**config.mk**
```make
export PLATFORM = sky130hd
export DESIGN_NAME = burst_addr_seq
export DESIGN_NICKNAME = d
export VERILOG_FILES = /design/src/rtl/bsq_pkg.sv /design/src/rtl/bsq_step.sv /design/src/rtl/bsq_bank_probe.sv /design/src/rtl/burst_addr_seq.sv
export SDC_FILE = /design/constraint.sdc
export NUM_CORES = 1
export LEC_CHECK = 0
export ABC_AREA = 1
export BUFFER_PORTS_ARGS = -buffer_cell sky130_fd_sc_hd__buf_4
export CAP_MARGIN = 20
export CORE_MARGIN = 2
export CORE_UTILIZATION = 55
export DETAILED_ROUTE_END_ITERATION = 8
export PLACE_DENSITY_LB_ADDON = 0.3
export SYNTH_ARGS = -nofsm -noshare
export SYNTH_HDL_FRONTEND = slang
export SYNTH_SLANG_ARGS = --single-unit
```
**constraint.sdc**
```tcl
create_clock -name clk -period 4.1 [get_ports clk]
set_input_delay 0.615 -clock clk [delete_from_list [all_inputs] [get_ports clk]]
set_output_delay 0.615 -clock clk [all_outputs]
set_load 0.03 [all_outputs]
```
**src/rtl/bsq_pkg.sv**
```systemverilog
package bsq_pkg;

    typedef enum logic [1:0] {
        BM_LINEAR  = 2'd0,
        BM_WRAP8   = 2'd1,
        BM_WRAP16  = 2'd2,
        BM_LINALT  = 2'd3
    } bmode_e;

    // Code 3 behaves as a linear burst; fold it so the state holds three modes.
    function automatic bmode_e decode_mode(input logic [1:0] code);
        return (code == 2'd3) ? BM_LINEAR : bmode_e'(code);
    endfunction

endpackage

```
**src/rtl/bsq_step.sv**
```systemverilog
module bsq_step
    import bsq_pkg::*;
#(
    parameter int ADDR_W = 24
) (
    input  bmode_e            mode_i,
    input  logic [ADDR_W-1:0] addr_i,
    output logic [ADDR_W-1:0] next_o,
    output logic              half_flip_o
);

    always_comb begin
        case (mode_i)
            BM_WRAP8:  next_o = {addr_i[ADDR_W-1:3], addr_i[2:0] + 3'd1};
            BM_WRAP16: next_o = {addr_i[ADDR_W-1:4], addr_i[3:0] + 4'd1};
            default:   next_o = addr_i + 1'b1;
        endcase
        half_flip_o = next_o[3] ^ addr_i[3];
    end

endmodule

```
**src/rtl/bsq_bank_probe.sv**
```systemverilog
module bsq_bank_probe #(
    parameter int ADDR_W    = 24,
    parameter int BANK_BITS = 2,
    localparam int NBANK    = 1 << BANK_BITS
) (
    input  logic [ADDR_W-1:0] cur_addr_i,
    input  logic [ADDR_W-1:0] next_addr_i,
    input  logic [NBANK-1:0]  bank_busy_i,
    output logic              cross_o,
    output logic              next_busy_o,
    output logic              cur_busy_o
);

    generate
        if (BANK_BITS > 0) begin : g_banked
            logic [BANK_BITS-1:0] cur_bank;
            logic [BANK_BITS-1:0] next_bank;
            assign cur_bank    = cur_addr_i[ADDR_W-1 -: BANK_BITS];
            assign next_bank   = next_addr_i[ADDR_W-1 -: BANK_BITS];
            assign cross_o     = (cur_bank != next_bank);
            assign next_busy_o = bank_busy_i[next_bank];
            assign cur_busy_o  = bank_busy_i[cur_bank];
        end else begin : g_single
            logic unused_addr;
            assign unused_addr = ^{cur_addr_i, next_addr_i};
            assign cross_o     = 1'b0;
            assign next_busy_o = bank_busy_i[0];
            assign cur_busy_o  = bank_busy_i[0];
        end
    endgenerate

endmodule

```
**src/rtl/burst_addr_seq.sv**
```systemverilog
module burst_addr_seq
    import bsq_pkg::*;
#(
    parameter int ADDR_W    = 24,
    parameter int BANK_BITS = 2,
    parameter int WAIT_W    = 4,
    parameter int XLAT      = 2
) (
    input  logic                      clk,
    input  logic                      rst_n,
    input  logic                      ce_i,
    input  logic                      start_i,
    input  logic [ADDR_W-1:0]         start_addr_i,
    input  logic [1:0]                mode_i,
    input  logic                      adv_i,
    input  logic [(1<<BANK_BITS)-1:0] bank_busy_i,
    input  logic [WAIT_W-1:0]         wait_cnt_i,
    output logic [ADDR_W-1:0]         addr_o,
    output logic                      ready_o,
    output logic                      active_o
);

    localparam int XW    = $clog2(XLAT + 2);
    localparam int CNT_W = (WAIT_W > XW) ? WAIT_W : XW;

    typedef struct packed {
        logic              active;
        bmode_e            mode;
        logic [ADDR_W-1:0] addr;
        logic [3:0]        words;    // advances taken inside a wrap group
        logic [CNT_W-1:0]  stall;    // latency cycles still to spend
        logic              halt;     // parked on a busy bank
        logic              crossed;  // half boundary already passed
        logic [WAIT_W-1:0] pend;     // stall owed at the half crossing
    } seq_t;

    seq_t st_d, st_q;

    logic [ADDR_W-1:0] nxt_addr;
    logic              half_flip;
    logic              bank_cross;
    logic              next_busy;
    logic              cur_busy;
    logic              ready;
    bmode_e            new_mode;
    bmode_e            cur_mode;
    logic              cur_halt;

    bsq_step #(.ADDR_W(ADDR_W)) u_step (
        .mode_i      (st_q.mode),
        .addr_i      (st_q.addr),
        .next_o      (nxt_addr),
        .half_flip_o (half_flip)
    );

    bsq_bank_probe #(.ADDR_W(ADDR_W), .BANK_BITS(BANK_BITS)) u_probe (
        .cur_addr_i  (st_q.addr),
        .next_addr_i (nxt_addr),
        .bank_busy_i (bank_busy_i),
        .cross_o     (bank_cross),
        .next_busy_o (next_busy),
        .cur_busy_o  (cur_busy)
    );

    assign new_mode = decode_mode(mode_i);
    assign ready    = st_q.active && (st_q.stall == '0) && !st_q.halt;

    always_comb begin
        st_d = st_q;
        if (!ce_i) begin
            st_d.active = 1'b0;
            st_d.halt   = 1'b0;
            st_d.stall  = '0;
        end else if (start_i) begin
            st_d.active  = 1'b1;
            st_d.mode    = new_mode;
            st_d.addr    = start_addr_i;
            st_d.words   = '0;
            st_d.stall   = '0;
            st_d.halt    = 1'b0;
            st_d.crossed = 1'b0;
            st_d.pend    = ((new_mode == BM_WRAP16) && (start_addr_i[2:0] != 3'd0))
                           ? wait_cnt_i : '0;
        end else if (st_q.active) begin
            if (st_q.stall != '0) begin
                st_d.stall = st_q.stall - 1'b1;
            end else if (st_q.halt) begin
                st_d.halt = cur_busy;
            end else if (adv_i) begin
                case (st_q.mode)
                    BM_WRAP8: begin
                        if (st_q.words < 4'd7) begin
                            st_d.addr  = nxt_addr;
                            st_d.words = st_q.words + 1'b1;
                        end
                    end
                    BM_WRAP16: begin
                        if (st_q.words < 4'd15) begin
                            st_d.addr  = nxt_addr;
                            st_d.words = st_q.words + 1'b1;
                            if (half_flip && !st_q.crossed) begin
                                st_d.crossed = 1'b1;
                                st_d.stall   = CNT_W'(st_q.pend);
                            end
                        end
                    end
                    default: begin
                        st_d.addr = nxt_addr;
                        if (bank_cross) begin
                            if (next_busy) st_d.halt  = 1'b1;
                            else           st_d.stall = CNT_W'(XLAT);
                        end
                    end
                endcase
            end
        end
    end

    always_ff @(posedge clk or negedge rst_n) begin
        if (!rst_n) st_q <= '0;
        else        st_q <= st_d;
    end

    assign addr_o   = st_q.addr;
    assign active_o = st_q.active;
    assign ready_o  = ready;
    assign cur_mode = st_q.mode;
    assign cur_halt = st_q.halt;

endmodule

```
# == After elaboration in Yosys (flattened, before gate mapping) ==
# Index checks and enable logic that the tools add are counted.
# totals
ff_bits,41
word_cells,95
inputBits,39
# classes
add_sub_neg,5
magnitude_cmp,4
eq_ne,19
muxes,36
bitwise_logic,1
n_reduce_logical,22
# op_table
cell,count
2-to-1 mux 34 bit,3
2-to-1 mux 32 bit,3
one-hot mux 24 bit (2 select lines),2
2-to-1 mux 28 bit,3
"adder 24 x 1 -> 24 bit, second input constant",1
AND reduction 8 bit,3
2-to-1 mux 5 bit,4
2-to-1 mux 4 bit,4
one-hot mux 4 bit (2 select lines),2
"!= test 4 bit, second input constant",3
2-to-1 mux 1 bit,10
"!= test 5 bit, second input constant",2
nonzero test 2 bit,5
"adder 4 x 1 -> 4 bit, second input constant",2
AND reduction 7 bit,1
"equality test 2 bit, second input constant",3
"less-than comparator 2 x 3 -> 1 bit, second input constant",2
"!= test 6 x 2 -> 1 bit, second input constant",1
"!= test 6 x 4 -> 1 bit, second input constant",1
nonzero test 3 bit,2
binary-select mux 1 bit (select 2 bit),2
logical AND 1 bit,4
zero test 4 bit,1
"less-than comparator 4 x 3 -> 1 bit, second input constant",1
18 further kinds,22

# == Logic depth before layout (Yosys ltp) ==
# logic_depth
ltp_word,15
ltp_mapped,18
ltp_nobuf,18

# == By module ==
# A second synthesis with hierarchy kept.
# unflattened
hier_cells,519
hier_area_um2,3428.3
# modules_own_cells
module,area_each_um2,cells_each,seq_area_each_um2,instances
burst_addr_seq,2451.1,308,1026.0,1
bsq_step,868.3,186,0.0,1
bsq_bank_probe,108.9,25,0.0,1

# == Worst setup path before layout ==
# Ideal clock, no wire load.
# synth_path
path_kind,flip-flop to flip-flop
from,register st_q[6] (netlist name)
to,register st_q[13] (netlist name)
arrival_time_ns,2.027
setup_slack_ns,1.951
required_time_ns,3.978
path_buffers,1
setup_ns,0.122
path_stages_with_launch,13
path_cell_list,dfrtp_1 inv_1 ha_1 nand2_2 nor3_2 nand2_1 nand2_1 nand2_1 buf_6 a31oi_4 nand2_1 o21ai_1 a21oi_1
# synth_between
elab_chain_len,3
# synth_lines
item,line_no,rtl
from (decl),burst_addr_seq.sv:37,"seq_t st_d, st_q;"
from (signal assigned),burst_addr_seq.sv:121,else st_q <= st_d;
nonzero test 4 bit,burst_addr_seq.sv:85,if (st_q.stall != '0) begin
!= test 2 bit (no source line),--,
AND reduction 8 bit (no source line),--,
# Every way passes these cells.
# A chain may end at the register's enable or synchronous reset.

# == Final worst setup path ==
# layout_path
from,register st_q[6] (netlist name)
to,"register st_q, in the netlist addr_o[4]"
# layout_between
elab_chain_len,3
# layout_lines
item,line_no
nonzero test 4 bit,burst_addr_seq.sv:85
!= test 2 bit (no source line),--
AND reduction 7 bit (no source line),--
# Every way passes these cells.

==> impl_metrics.toml <==
[outcome]
status = "finished clean"

[placed_design]
gp_congestion = 0.900
place_area_sq_um = 3500
dp_hpwl_mm = 5.77
port_buffers = 64

[global_routing]
grt_overflow = 0
grt_pass1_wl_mm = 12.7
grt_pass1_vias = 2922
grt_util_all_layers_pct = 25.3
antenna_found_initial = 0
grt_max_degree = 42

[timing]
skew_ps = 10.9
period_share_pct = 58.7
finalSetupTns_ps = 0
max_freq_mhz = 416
rsz0062_at_grt = "false"
final_max_slew_viol_count = 0
setup_viol = 0
tightest_slew_ps = 875
post-route-min-period_ps = 2410
maxSlewHeadroom_pct = 40.9
hold_violations = 0

[route]
vias_per_cell = 5.44
initialDrtViolationCount = 154
drc = 0
wl_mm = 7.58
first_pass_iters = 5
ant_nets = 0
wl_per_cell_um = 13.7
dr_total_vias = 3012

[synth]
synthTopCellsByArea = "dfrtp_1, nand2_1, inv_1"
synthCells = 441
yosysWarnings = 0
synth_top_area_share_pct = 32.5
yosys.area.top_type = "dfrtp_1"
synth_edf_count = 0
syn_area_per_cell_sq_um = 7.16
yosysUniqueCellTypes = 47
ys_ff_latch = 41
synth-async-reset-ratio_pct = 100
synth_fp_nets = 486
seq_area_frac_synth_pct = 32.5
synth.cell_area_sq_um = 3160
synth_ff_type = "dfrtp_1"

[setup_path]
path_max_fanout = 19
ff2ff_path_depth = 12
path_class = "reg -> reg"
cp-start-kind = "flop"
r2r-start = "st_q[6]"
slowest_stage = "dfrtp_1"
critPathMaxStageDelay_ps = 410
cp_common_cell = "nand2_1"
end_kind = "flop"
crit_path_cell_trace = "inv_1 -> ha_1 -> nand2_2 -> nor3_2 -> nand2_1 -> nand2_1 -> nand2_1 -> inv_2 -> nand2_4 -> inv_4 -> o21ai_0 -> a22o_1"
r2r_slack_ps = 1690
cp.required_ps = 4290
r2r_end = "addr_o[4]"
crit_arrival_ps = 2590

[floorplan]
num_rows = 27
core_sq_um = 5540
ios = 65
die_h_um = 79.8
die-area_sq_um = 6360
die_x_um = 79.8
initial_core_util_pct = 57.0

[flow_run]
maxCapViolCount = 0

[clock_tree]
clockBufferDepth = 2
cts_tree = "yes"
cts_hold_buffers = 0
cts-root-buf = "clkbuf_8"
htreeDepth = 2
numClockSinks = 41
path_clk_slew_ps = 80
cts_resized = 0
cts_buffers = 5
clock_latency_ps = 300
post_cts_buffers = 0

[finish]
layout_common_cells = "nand2_1, buf_4, inv_1"
fillers = 509
layout_commonest_cell = "nand2_1"
fin_nets = 526
fin_area_sq_um = 3590
syn_to_final_growth_pct = 13.6
drive_above_1_share_pct = 21.4
n_antenna_cell = 0

[power]
ir_worst_vdd_mv = 0.314
powerDensity_nw_per_um2 = 592
leakage_nw = 1.80

[min_path]
hp-class = "in -> async"
[cells in the mapped netlist (all sizes together) (3+ instances only)]
master / n
nand4: 3
nor3: 9
a22oi: 10
nor2: 37
buf: 30
nand3: 24
nand2: 116
o21ai: 40
a21oi: 30
ha: 6
inv: 62
a211oi: 3
a31oi: 4
a32o: 3
dfrtp: 41
[worst max-delay path by stage]
stage               slack, ps        end  startpoint
global placement         1550  addr_o[4]     start_i
detailed placement       1470  addr_o[4]     start_i
CTS                      1690  addr_o[4]     st_q[6]
global route             1490  addr_o[4]     st_q[6]
finish                   1690  addr_o[4]     st_q[6]
floorplan                1950   st_q[13]     st_q[6]
[cell type report]
| cell class | count | area [sq um] | share of cell area, % |
|---|---|---|---|
| clock buffer | 6 | 72.6 | 2.02 |
| clock inverter | 2 | 10.0 | 0.279 |
| inverter | 63 | 239 | 6.66 |
| multi-input combinational | 305 | 1660 | 46.3 |
| sequential | 41 | 1030 | 28.6 |
| tap | 72 | 90.1 | 2.51 |
| timing repair buffer | 65 | 488 | 13.6 |
[report_power, final]
group | total, W | leakage (nW) | switching, W | internal [W]
registers | 0.000729 | 0.528 | 0.000188 | 0.000540
clock network | 0.000265 | 0.0450 | 0.000146 | 0.000118
logic | 0.00113 | 1.22 | 0.000718 | 0.000411
[critical path, delay by kind of cell, from the launching register on]
kind	cells	cell delay, ps
flip-flops	1	410
AND/OR/NAND/NOR	6	900
buffers and inverters	3	490
adder cells (fa/ha/maj)	1	200
AO/OA/AOI/OAI	2	300
[stage by stage]
stage                     std cells  setup WS, ps  total power [W]  util [%]  hold WS, ps
after floorplan                 441          1950          0.00164         -          319
after global placement          546          1550          0.00183      63.3          478
after detailed placement        546          1470          0.00186      63.3          484
after CTS                       554          1690          0.00213      64.7          312
after global routing            554          1490          0.00228      64.7          335
final                           554          1690          0.00212      64.7          299
[flip-flops by register name, indices dropped and copies added, names as in the netlist]
| name | flops |
|---|---|
| active_o | 1 |
| st_q | 13 |
| cur_mode | 2 |
| addr_o | 24 |
| cur_halt | 1 |
[routing by layer]
layer  up-vias  wire length (um)  track usage [%]
met5         -                 0                0
met4         0               182             9.32
met3        19               402             4.07
met2        84              3750             45.5
met1      1395              3250             30.3
li1       1514                 -                -
[kinds of logic (layout without fill, tap and decap cells)]
| kind of cell | Yosys count | count (layout) | share of synthesized area (%) |
|---|---|---|---|
| fa+ha+maj | 6 | 6 | 2.38 |
| xor+xnor | 2 | 2 | 0.555 |
| buf+inv | 95 | 136 | 14.9 |
| flops | 41 | 41 | 32.5 |
| simple gates | 194 | 194 | 29.5 |
| compound gates | 103 | 103 | 20.2 |
(Power assumes the default switching activity.)
